--- config.mk ---
export PLATFORM = sky130hd
export DESIGN_NAME = frame_tag_trimmer
export DESIGN_NICKNAME = d
export VERILOG_FILES = /design/src/rtl/tagtrim_pkg.sv /design/src/rtl/tt_fcs_strip.sv /design/src/rtl/tt_head_trim.sv /design/src/rtl/tt_tag_insert.sv /design/src/rtl/frame_tag_trimmer.sv
export SDC_FILE = /design/constraint.sdc
export NUM_CORES = 1
export LEC_CHECK = 0
export BUFFER_PORTS_ARGS = -buffer_cell sky130_fd_sc_hd__buf_4
export CORE_MARGIN = 1.5
export CORE_UTILIZATION = 45
export DETAILED_ROUTE_END_ITERATION = 7
export HOLD_SLACK_MARGIN = 0.06
export PLACE_DENSITY = 0.67
export SLEW_MARGIN = 20
export SYNTH_ARGS = -nofsm -noshare
export SYNTH_HDL_FRONTEND = slang
export SYNTH_SLANG_ARGS = --single-unit
--- constraint.sdc ---
create_clock -name clk -period 5.3 [get_ports clk]
set_clock_uncertainty 0.2 [all_clocks]
set_input_delay 0.53 -clock clk [delete_from_list [all_inputs] [get_ports clk]]
set_output_delay 0.53 -clock clk [all_outputs]
set_load 0.02 [all_outputs]
--- src/rtl/tagtrim_pkg.sv ---
package tagtrim_pkg;

    localparam int BYTE_W     = 8;
    localparam int FCS_LEN    = 4;
    localparam int TAG_LEN    = 4;
    localparam int TAG2_AFTER = 12;
    localparam int POS_W      = 5;
    localparam int TAG_W      = BYTE_W * TAG_LEN;
    localparam int HALF_W     = TAG_W / 2;

    typedef enum logic [1:0] {
        TRIM_OFF   = 2'b00,
        TRIM_LONG  = 2'b01,
        TRIM_SHORT = 2'b10,
        TRIM_RSVD  = 2'b11
    } trim_mode_e;

    typedef struct packed {
        trim_mode_e         trim;
        logic               tag1_en;
        logic               tag2_en;
        logic               fcs_keep;
        logic [TAG_W-1:0]   tag1;
        logic [TAG_W-1:0]   tag2;
    } edit_cfg_t;

    typedef struct packed {
        logic [BYTE_W-1:0]  data;
        logic               sof;
        logic               eof;
    } beat_t;

    // Number of leading bytes removed for a trim code; reserved acts as none.
    function automatic logic [POS_W-1:0] trim_count(trim_mode_e m);
        case (m)
            TRIM_LONG:  return POS_W'(18);
            TRIM_SHORT: return POS_W'(14);
            default:    return '0;
        endcase
    endfunction

endpackage

--- src/rtl/tt_fcs_strip.sv ---
module tt_fcs_strip
    import tagtrim_pkg::*;
#(
    parameter int DEPTH = FCS_LEN
) (
    input  logic  clk,
    input  logic  rst,
    input  logic  keep,
    input  logic  in_valid,
    output logic  in_ready,
    input  beat_t in_beat,
    output logic  out_valid,
    input  logic  out_ready,
    output beat_t out_beat
);
    localparam int CW = $clog2(DEPTH + 1);
    localparam int IW = (DEPTH > 1) ? $clog2(DEPTH) : 1;
    localparam logic [CW-1:0] FULL_CNT = CW'(DEPTH);

    logic [DEPTH-1:0][BYTE_W-1:0] dly_data;
    logic [DEPTH-1:0]             dly_sof;
    logic [CW-1:0]                fill;
    logic                         full;
    logic                         in_fire;

    assign full    = (fill == FULL_CNT);
    assign in_fire = in_valid && in_ready;

    always_comb begin
        if (keep) begin
            out_valid = in_valid;
            out_beat  = in_beat;
            in_ready  = out_ready;
        end else begin
            // The oldest held byte leaves only when a newer one arrives,
            // so the final DEPTH bytes of a frame never leave.
            out_valid     = in_valid && full;
            out_beat.data = dly_data[0];
            out_beat.sof  = dly_sof[0];
            out_beat.eof  = in_beat.eof;
            in_ready      = !full || out_ready;
        end
    end

    always_ff @(posedge clk) begin
        if (rst) begin
            fill     <= '0;
            dly_data <= '0;
            dly_sof  <= '0;
        end else if (in_fire && !keep) begin
            if (in_beat.eof) begin
                fill <= '0;
            end else if (full) begin
                for (int i = 0; i < DEPTH - 1; i++) begin
                    dly_data[i] <= dly_data[i+1];
                    dly_sof[i]  <= dly_sof[i+1];
                end
                dly_data[DEPTH-1] <= in_beat.data;
                dly_sof[DEPTH-1]  <= in_beat.sof;
            end else begin
                dly_data[fill[IW-1:0]] <= in_beat.data;
                dly_sof[fill[IW-1:0]]  <= in_beat.sof;
                fill                   <= fill + 1'b1;
            end
        end
    end

    assert_depth_bound_R6: assert property (@(posedge clk) disable iff (rst)
        fill <= FULL_CNT);

    assert_flush_on_end_R6: assert property (@(posedge clk) disable iff (rst)
        (in_fire && !keep && in_beat.eof) |=> (fill == '0));

endmodule

--- src/rtl/tt_head_trim.sv ---
module tt_head_trim
    import tagtrim_pkg::*;
(
    input  logic       clk,
    input  logic       rst,
    input  trim_mode_e mode,
    input  logic       in_valid,
    output logic       in_ready,
    input  beat_t      in_beat,
    output logic       out_valid,
    input  logic       out_ready,
    output beat_t      out_beat
);
    localparam logic [POS_W-1:0] POS_MAX = '1;

    logic [POS_W-1:0] idx;
    logic [POS_W-1:0] pos;
    logic [POS_W-1:0] cut;
    logic             drop;

    assign cut  = trim_count(mode);
    assign pos  = in_beat.sof ? '0 : idx;
    assign drop = (pos < cut);

    always_comb begin
        out_valid     = in_valid && !drop;
        in_ready      = drop || out_ready;
        out_beat.data = in_beat.data;
        out_beat.sof  = (pos == cut);
        out_beat.eof  = in_beat.eof;
    end

    always_ff @(posedge clk) begin
        if (rst) begin
            idx <= '0;
        end else if (in_valid && in_ready) begin
            if (in_beat.eof)         idx <= '0;
            else if (pos != POS_MAX) idx <= pos + 1'b1;
            else                     idx <= pos;
        end
    end

    assert_trimmed_hidden_R2: assert property (@(posedge clk) disable iff (rst)
        (in_valid && drop) |-> (!out_valid && in_ready));

endmodule

--- src/rtl/tt_tag_insert.sv ---
module tt_tag_insert
    import tagtrim_pkg::*;
#(
    parameter int TAGB  = TAG_LEN,
    parameter int AFTER = TAG2_AFTER
) (
    input  logic                  clk,
    input  logic                  rst,
    input  logic                  tag1_en,
    input  logic                  tag2_on,
    input  logic [BYTE_W*TAGB-1:0] tag1_val,
    input  logic [BYTE_W*TAGB-1:0] tag2_val,
    input  logic                  in_valid,
    output logic                  in_ready,
    input  beat_t                 in_beat,
    output logic                  out_valid,
    input  logic                  out_ready,
    output beat_t                 out_beat
);
    localparam int KW = (TAGB > 1) ? $clog2(TAGB) : 1;
    localparam int CW = $clog2(AFTER + 1);
    localparam logic [KW-1:0] K_LAST = KW'(TAGB - 1);
    localparam logic [CW-1:0] C_HIT  = CW'(AFTER);

    logic          in_t1, in_t2;
    logic          t1_sent, t2_sent;
    logic [KW-1:0] k;
    logic [CW-1:0] seen;
    logic          start1, start2, emit1, emit2, out_fire;

    function automatic logic [BYTE_W-1:0] octet(logic [BYTE_W*TAGB-1:0] v,
                                                logic [KW-1:0] n);
        return BYTE_W'(v >> (BYTE_W * (TAGB - 1 - int'(n))));
    endfunction

    assign start1 = !in_t1 && !in_t2 && in_valid && in_beat.sof
                    && tag1_en && !t1_sent;
    assign start2 = !in_t1 && !in_t2 && in_valid && !in_beat.sof
                    && tag2_on && !t2_sent && (seen == C_HIT);
    assign emit1  = in_t1 || start1;
    assign emit2  = in_t2 || start2;
    assign out_fire = out_valid && out_ready;

    always_comb begin
        if (emit1) begin
            out_valid     = 1'b1;
            out_beat.data = octet(tag1_val, k);
            out_beat.sof  = (k == '0);
            out_beat.eof  = 1'b0;
            in_ready      = 1'b0;
        end else if (emit2) begin
            out_valid     = 1'b1;
            out_beat.data = octet(tag2_val, k);
            out_beat.sof  = 1'b0;
            out_beat.eof  = 1'b0;
            in_ready      = 1'b0;
        end else begin
            out_valid     = in_valid;
            out_beat.data = in_beat.data;
            out_beat.sof  = in_beat.sof && !t1_sent;
            out_beat.eof  = in_beat.eof;
            in_ready      = out_ready;
        end
    end

    always_ff @(posedge clk) begin
        if (rst) begin
            in_t1   <= 1'b0;
            in_t2   <= 1'b0;
            t1_sent <= 1'b0;
            t2_sent <= 1'b0;
            k       <= '0;
            seen    <= '0;
        end else if (emit1) begin
            if (out_fire && k == K_LAST) begin
                k       <= '0;
                in_t1   <= 1'b0;
                t1_sent <= 1'b1;
            end else begin
                if (out_fire) k <= k + 1'b1;
                in_t1 <= 1'b1;
            end
        end else if (emit2) begin
            if (out_fire && k == K_LAST) begin
                k       <= '0;
                in_t2   <= 1'b0;
                t2_sent <= 1'b1;
            end else begin
                if (out_fire) k <= k + 1'b1;
                in_t2 <= 1'b1;
            end
        end else if (in_valid && in_ready) begin
            if (in_beat.eof) begin
                seen    <= '0;
                t1_sent <= 1'b0;
                t2_sent <= 1'b0;
            end else if (seen != C_HIT) begin
                seen <= seen + 1'b1;
            end
        end
    end

    assert_tag_stalls_input_R4: assert property (@(posedge clk) disable iff (rst)
        (in_t1 || in_t2) |-> (out_valid && !in_ready));

    assert_tag1_four_bytes_R4: assert property (@(posedge clk) disable iff (rst)
        (in_t1 && out_fire && k == K_LAST) |=> (!in_t1 && t1_sent));

    assert_tag2_after_head_R5: assert property (@(posedge clk) disable iff (rst)
        $rose(in_t2) |-> (seen == C_HIT));

endmodule

--- src/rtl/frame_tag_trimmer.sv ---
module frame_tag_trimmer
    import tagtrim_pkg::*;
(
    input  logic        clk,
    input  logic        rst,
    input  logic        in_valid,
    output logic        in_ready,
    input  logic [7:0]  in_data,
    input  logic        in_sof,
    input  logic        in_eof,
    output logic        out_valid,
    input  logic        out_ready,
    output logic [7:0]  out_data,
    output logic        out_sof,
    output logic        out_eof,
    input  logic [1:0]  cfg_trim,
    input  logic        cfg_tag1_en,
    input  logic        cfg_tag2_en,
    input  logic        cfg_fcs_keep,
    input  logic [15:0] cfg_tag1_hi,
    input  logic [15:0] cfg_tag1_lo,
    input  logic [15:0] cfg_tag2_hi,
    input  logic [15:0] cfg_tag2_lo
);
    edit_cfg_t live_cfg, held_cfg, cfg_eff;
    logic      in_open, out_open;
    logic      tag2_on;

    beat_t src_beat, s1_beat, s2_beat, s3_beat;
    logic  s1_valid, s1_ready, s2_valid, s2_ready;

    always_comb begin
        live_cfg.trim     = trim_mode_e'(cfg_trim);
        live_cfg.tag1_en  = cfg_tag1_en;
        live_cfg.tag2_en  = cfg_tag2_en;
        live_cfg.fcs_keep = cfg_fcs_keep;
        live_cfg.tag1     = {cfg_tag1_hi, cfg_tag1_lo};
        live_cfg.tag2     = {cfg_tag2_hi, cfg_tag2_lo};
    end

    // Inside a frame the copy taken at its first byte governs every stage.
    assign cfg_eff = in_open ? held_cfg : live_cfg;
    assign tag2_on = cfg_eff.tag2_en && (trim_count(cfg_eff.trim) == '0);

    always_ff @(posedge clk) begin
        if (rst) begin
            in_open  <= 1'b0;
            held_cfg <= '0;
        end else if (in_valid && in_ready) begin
            if (in_sof && !in_open) held_cfg <= live_cfg;
            if (in_eof)             in_open  <= 1'b0;
            else if (in_sof)        in_open  <= 1'b1;
        end
    end

    assign src_beat = '{data: in_data, sof: in_sof, eof: in_eof};

    tt_fcs_strip #(.DEPTH(FCS_LEN)) u_strip (
        .clk       (clk),
        .rst       (rst),
        .keep      (cfg_eff.fcs_keep),
        .in_valid  (in_valid),
        .in_ready  (in_ready),
        .in_beat   (src_beat),
        .out_valid (s1_valid),
        .out_ready (s1_ready),
        .out_beat  (s1_beat)
    );

    tt_head_trim u_trim (
        .clk       (clk),
        .rst       (rst),
        .mode      (cfg_eff.trim),
        .in_valid  (s1_valid),
        .in_ready  (s1_ready),
        .in_beat   (s1_beat),
        .out_valid (s2_valid),
        .out_ready (s2_ready),
        .out_beat  (s2_beat)
    );

    tt_tag_insert #(.TAGB(TAG_LEN), .AFTER(TAG2_AFTER)) u_ins (
        .clk       (clk),
        .rst       (rst),
        .tag1_en   (cfg_eff.tag1_en),
        .tag2_on   (tag2_on),
        .tag1_val  (cfg_eff.tag1),
        .tag2_val  (cfg_eff.tag2),
        .in_valid  (s2_valid),
        .in_ready  (s2_ready),
        .in_beat   (s2_beat),
        .out_valid (out_valid),
        .out_ready (out_ready),
        .out_beat  (s3_beat)
    );

    assign out_data = s3_beat.data;
    assign out_sof  = s3_beat.sof;
    assign out_eof  = s3_beat.eof;

    always_ff @(posedge clk) begin
        if (rst) begin
            out_open <= 1'b0;
        end else if (out_valid && out_ready) begin
            out_open <= !out_eof;
        end
    end

    assert_frame_opens_with_sof_R9: assert property (@(posedge clk) disable iff (rst)
        (out_valid && !out_open) |-> out_sof);

    assert_no_inner_sof_R9: assert property (@(posedge clk) disable iff (rst)
        (out_valid && out_open) |-> !out_sof);

endmodule

Word level (Yosys, flattened, before mapping)
Cells that the tools add are included.

Flip-flop bits (word level): 124. Input bits: 83. Word-level logic and storage cells: 135.

Reduce and logical (&&, ||, !) cells: 51. Add/sub/neg operators: 5. $lt $le $gt $ge: 3. Bitwise logic cells: 3. Equal/unequal tests: 12. Multiplexer cells: 39. Shifts and indexed selects: 2.

Operators by type and width (number): 2-to-1 mux 69 bit (1); right shift 32 x 32 -> 8 bit (2); bitwise mux 32 bit (1); 2-to-1 mux 32 bit (1); 2-to-1 mux 10 bit (3); logical AND 1 bit (21); demux 8 bit (select 2 bit) (1); 2-to-1 mux 1 bit (16); 2-to-1 mux 5 bit (3); nonzero test 2 bit (7); 2-to-1 mux 4 bit (3); AND reduction 4 bit (3); case mux 5 bit (2 select lines) (1); AND reduction 2 bit (5); logical NOT 1 bit (9); 2-to-1 mux 2 bit (4); 2-to-1 mux 8 bit (1); 2-to-1 mux 3 bit (2); inequality test 2 bit, second input constant (3); adder 5 x 1 -> 5 bit, second input constant (1); equality test 5 bit (1); logical NOT 5 bit (1); < comparator 5 bit (1); inequality test 5 bit, second input constant (1); other kinds (17) (23).

Longest topological paths before layout
Depth after elaboration: 20. Mapped depth: 20.

Cells and area by module
Synthesis repeated with hierarchy kept, for this count alone.

Cells, all modules: 795. Area, all modules: 6984.2 µm².

By module, submodules not included: frame_tag_trimmer (seq. area each 1401.3 µm², area an instance 3286.9 µm², instances 1, cells an instance 383); tt_fcs_strip (seq. area each 780.7 µm², area an instance 1960.6 µm², instances 1, cells an instance 220); tt_tag_insert (seq. area each 200.2 µm², area an instance 1187.4 µm², instances 1, cells an instance 123); tt_head_trim (seq. area each 100.1 µm², area an instance 549.3 µm², instances 1, cells an instance 69).

Least setup slack after synthesis
OpenSTA, ideal clock, no wires.

Kind: reg-to-output. Start point: register in_open. End point: output port out_data[0]. Path slack: 0.061 ns. Stages on the path, launching flop included: 16. Arrival time: 4.509 ns. Buffers on the path: 5. Cell sequence: dfxtp_1 buf_1 clkbuf_1 buf_1 mux2i_1 ha_1 inv_1 ha_1 nand2_1 a2111oi_1 nand4b_1 o21ai_1 clkbuf_1 clkbuf_1 a211oi_1 a31oi_1.

Word-level cells in the longest chain between the ends: 14. Elaborated cells on any way between the ends: 28.

RTL lines: start: declaration (RTL line frame_tag_trimmer.sv:26) `logic in_open, out_open;`; start signal: assignment (RTL line frame_tag_trimmer.sv:47) `in_open <= 1'b0;`; start signal: assignment (RTL line frame_tag_trimmer.sv:51) `if (in_eof) in_open <= 1'b0;`; start signal: assignment (RTL line frame_tag_trimmer.sv:52) `else if (in_sof) in_open <= 1'b1;`; 2-to-1 mux 69 bit (*) (RTL line frame_tag_trimmer.sv:42) `assign cfg_eff = in_open ? held_cfg : live_cfg;`; equality test 2 bit (tied with other cells) (RTL line tagtrim_pkg.sv:35) `case (m)`; case mux 5 bit (2 select lines) / 2-to-1 mux 5 bit (equally long branches) (RTL line tagtrim_pkg.sv:35, tt_head_trim.sv:22); < comparator 5 bit (RTL line tt_head_trim.sv:23) `assign drop = (pos < cut);`; logical NOT 1 bit (RTL line tt_head_trim.sv:26) `out_valid = in_valid && !drop;`; logical AND 1 bit (RTL line tt_head_trim.sv:26); logical AND 1 bit (RTL line tt_tag_insert.sv:36, tt_tag_insert.sv:38); logical AND 1 bit (RTL line tt_tag_insert.sv:38) `assign start2 = !in_t1 && !in_t2 && in_valid && !in_beat.sof`; logical AND 1 bit (3 in series) (RTL line tt_tag_insert.sv:39) `&& tag2_on && !t2_sent && (seen == C_HIT);`; logical OR 1 bit (RTL line tt_tag_insert.sv:41) `assign emit2 = in_t2 || start2;`; 2-to-1 mux 10 bit (RTL line tt_tag_insert.sv:51) `end else if (emit2) begin`; 2-to-1 mux 10 bit (*) (RTL line tt_tag_insert.sv:45) `if (emit1) begin`; end: declaration (RTL line frame_tag_trimmer.sv:13) `output logic [7:0] out_data,`.

Every way passes the cells marked *; elsewhere a longest branch is shown, timed or not.

Final worst setup path
Start point: register in_open. End point: output port in_ready.

Word-level cells in the longest chain between the ends: 17. Elaborated cells on any way between the ends: 29.

RTL lines: 2-to-1 mux 69 bit (*) (RTL line frame_tag_trimmer.sv:42); equality test 2 bit (tied with other cells) (RTL line tagtrim_pkg.sv:35); case mux 5 bit (2 select lines) / 2-to-1 mux 5 bit (equally long branches) (RTL line tagtrim_pkg.sv:35, tt_head_trim.sv:22); < comparator 5 bit (RTL line tt_head_trim.sv:23); logical NOT 1 bit (RTL line tt_head_trim.sv:26); logical AND 1 bit (RTL line tt_head_trim.sv:26); logical AND 1 bit (RTL line tt_tag_insert.sv:36, tt_tag_insert.sv:38); logical AND 1 bit (RTL line tt_tag_insert.sv:38); logical AND 1 bit (3 in series) (RTL line tt_tag_insert.sv:39); logical OR 1 bit (RTL line tt_tag_insert.sv:41); 2-to-1 mux 1 bit (RTL line tt_tag_insert.sv:51); 2-to-1 mux 1 bit (RTL line tt_tag_insert.sv:45); logical OR 1 bit (RTL line tt_head_trim.sv:27) `in_ready = drop || out_ready;`; logical OR 1 bit (RTL line tt_fcs_strip.sv:41) `in_ready = !full || out_ready;`; 2-to-1 mux 1 bit (*) (RTL line tt_fcs_strip.sv:30) `if (keep) begin`; end: declaration (RTL line frame_tag_trimmer.sv:7) `output logic in_ready,`.

Marked as above.

==> flow_metrics.py <==
metrics = {
    "sta": {
        "max_freq_ghz": 0.2107,
        "worst_pin_slew_ps": 935.7,
        "slew_headroom": 0.3704,
        "tns_ps": 0,
        "hold_viol": 0,
        "rsz0062_at_grt": "false",
        "period_needed_ps": 4746,
        "min_period_over_period": 0.8955,
        "drv_slew": 0,
        "setup-violations-final": 0,
    },
    "final_layout": {
        "layout_common_cells": "nand2b_1 (160), dfxtp_1 (123), buf_4 (104)",
        "n_fill_cell": 1410,
        "final_common_cell": "nand2b_1",
        "drive_gt1_frac": 0.2218,
        "final_cell_area_sq_mm": 0.008721,
        "finalNetCount": 927,
        "n_antenna_cell": 0,
        "area_growth_pct": 18.40,
    },
    "clock_tree": {
        "cts_num_sinks": 124,
        "hold_buffers": 0,
        "clock_path_buffers": 2,
        "cts_buffers": 17,
        "clkSlewWorstSetupHoldPaths_ps": 60,
        "clk_latency_ps": 420,
        "post-cts-setup-buffers": 0,
        "ctsResizeCount": 0,
        "root_buffer": "clkbuf_16",
        "cts_max_level": 4,
        "tritoncts": "done",
    },
    "detailed_routing": {
        "drc": 0,
        "ant_nets": 0,
        "drt_iter0_drc": 402,
        "postRouteWirelength_um": 18260,
        "routedWlPerCell_um": 17.24,
        "dr.pass1.iters": 5,
        "via_per_inst": 5.568,
        "via_count": 5896,
    },
    "power": {
        "leakage_nw": 3.239,
        "seq_power_share": 0.405,
        "netSwitchingFraction": 0.2573,
        "p_int_mw": 1.823,
        "comb_power_share": 0.154,
        "finalPower_mw": 2.455,
        "powerDensity_mw_per_mm2": 281.5,
        "pwr-share-clk": 0.442,
        "p_switching_mw": 0.6314,
        "max-vdd-ir-drop_mv": 0.2050,
    },
    "die": {
        "core_region_area_sq_mm": 0.01594,
        "initial_core_util": 0.4620,
        "fp.dieH_um": 130.9,
        "placement_rows": 46,
        "io_pins": 95,
        "die_w_um": 130.9,
        "fp.dieArea_sq_mm": 0.01715,
    },
    "global_routing": {
        "grt_max_degree": 154,
        "antenna_found_initial": 0,
        "grt_usage": 0.2237,
        "grt_pass1_wl_um": 29790,
        "gr-total-overflow": 0,
        "grt_pass1_vias": 5916,
    },
    "setup_path": {
        "cp-start-kind": "flip-flop",
        "cp_data_required_time_ps": 4570,
        "crit_path_cell_trace": "buf_4 > mux2i_1 > ha_1 > inv_1 > ha_1 > nand2_1 > a2111oi_1 > nand2_1 > o211a_4 > o311a_1 > inv_1 > buf_4",
        "worstSetupPathType": "reg2out",
        "cpMaxStageDelayCell": "o311a_1",
        "cpPeakStageDelay_ps": 480,
        "worst_ep_arrival_time_ps": 4020,
        "worst_setup_path_end_kind": "output port",
        "critPathMaxFanout": 25,
    },
    "status": {
        "status": "finished clean",
    },
    "logic_synthesis": {
        "synth_seq_area_share": 0.3370,
        "synthArstFlopShare": 0,
        "synth_edf_count": 0,
        "ys_warn_count": 0,
        "ys_types": 55,
        "syn_inst": 770,
        "ys_dominant_reg_cell": "dfxtp_1",
        "netlist_area_sq_mm": 0.007366,
        "syn_nets": 867,
        "syn_area_per_cell_sq_um": 9.566,
        "synth_seq_cells": 124,
    },
    "placed_design": {
        "io_buffers": 94,
        "routabilityCongestion": 0.8750,
        "place_area_sq_mm": 0.008163,
        "dp_hpwl_um": 12620,
    },
    "worst_hold_path": {
        "hold_path_class": "in2reg",
    },
    "flow_run": {
        "cap_violations": 0,
    },
}
layer usage:
metal	global-route usage	routed length [um]
met5	0	0
met1	0.2858	8113
met2	0.3619	8744
met3	0.06393	1087
met4	0.08016	314
per-stage QoR:
| step | hold slack, ps | cells | util | setup WS, ps |
|---|---|---|---|---|
| after detailed placement | 264.7 | 1027 | 0.5120 | 878.8 |
| after global routing | 177.9 | 1059 | 0.5470 | 223.7 |
| after CTS | 172.8 | 1059 | 0.5468 | 526.1 |
| final | 186.4 | 1059 | 0.5470 | 553.9 |
| after global placement | 254.7 | 1027 | 0.5120 | 931.2 |
| after floorplan | 245.3 | 770 | - | 60.82 |
area by class of cell:
class,instances,area [sq um],share of cell area
Sequential cell,124,2484,0.2848
Clock inverter,12,97.59,0.01119
Clock buffer,20,456.7,0.05237
Timing Repair Buffer,106,812.0,0.09311
Inverter,18,67.56,0.007747
Tap cell,216,270.3,0.03099
Multi-Input combinational cell,563,4533,0.5198
synthesized netlist by cell type (all sizes together), types with 2 or more instances:
| library cell | n | area, sq um |
|---|---|---|
| a211oi | 28 | 210.2 |
| a21oi | 38 | 190.2 |
| a311oi | 10 | 87.58 |
| a31oi | 13 | 81.33 |
| a41o | 2 | 20.02 |
| and2 | 8 | 50.05 |
| and3b | 2 | 17.52 |
| buf | 20 | 123.9 |
| clkbuf | 45 | 168.9 |
| dfxtp | 124 | 2482 |
| ha | 14 | 175.2 |
| inv | 18 | 67.56 |
| mux2 | 9 | 101.4 |
| mux2i | 104 | 1054 |
| mux4 | 32 | 720.7 |
| nand2 | 31 | 116.4 |
| nand2b | 160 | 1001 |
| nand3 | 4 | 20.02 |
| nand3b | 20 | 150.1 |
| nand4b | 3 | 26.28 |
| nor2 | 23 | 96.35 |
| nor3 | 7 | 40.04 |
| o21a | 3 | 22.52 |
| o21ai | 27 | 135.1 |
| o31a | 2 | 17.52 |
| o31ai | 2 | 15.01 |
| xnor2 | 3 | 26.28 |
logic make-up (layout without fill, tap and decap cells):
| group | after synthesis | count (layout) | synth area share |
|---|---|---|---|
| compound gates | 136 | 136 | 0.1196 |
| xor+xnor | 3 | 3 | 0.003568 |
| fa+ha+maj | 14 | 14 | 0.02378 |
| buf+inv | 83 | 156 | 0.04892 |
| flops | 124 | 124 | 0.3370 |
| mux | 145 | 145 | 0.2546 |
| simple gates | 265 | 265 | 0.2125 |
state kept, by name (all words and copies together), names as in the netlist, 2 cells and up:
name,flops
u_strip.fill,3
u_strip.dly_sof,4
u_ins.k,2
u_trim.idx,5
u_strip.dly_data,32
held_cfg,69
u_ins.seen,4
path summary, 6_finish.rpt:
check | from | end | slack, ps | cells past startpoint
setup reg to reg | in_open | held_cfg[43] | 960 | 13
hold reg to reg | held_cfg[17] | held_cfg[17] | 270 | 2
setup / recovery | in_open | in_ready | 550 | 12
hold / removal | cfg_tag2_lo[7] | held_cfg[7] | 190 | 3
worst max-delay path: cells and delay by family (launching register included):
kind,cells,cell delay (ps)
buffers and inverters,4,970
and+or+nand+nor,2,230
AOI/OAI and AO/OA,3,1210
adders and majority gates,2,530
DFF,1,360
muxes,1,280
power groups by stage:
stage	Clock [mW]	Combinational, mW	Sequential, mW
finish	1.08	0.377	0.993
detailed placement	0	0.376	1.01
CTS	1.11	0.378	0.992
global route	1.15	0.408	0.997
floorplan	0	0.249	1.00
global placement	0	0.366	1.01
Power figures use the tool's default switching activity.
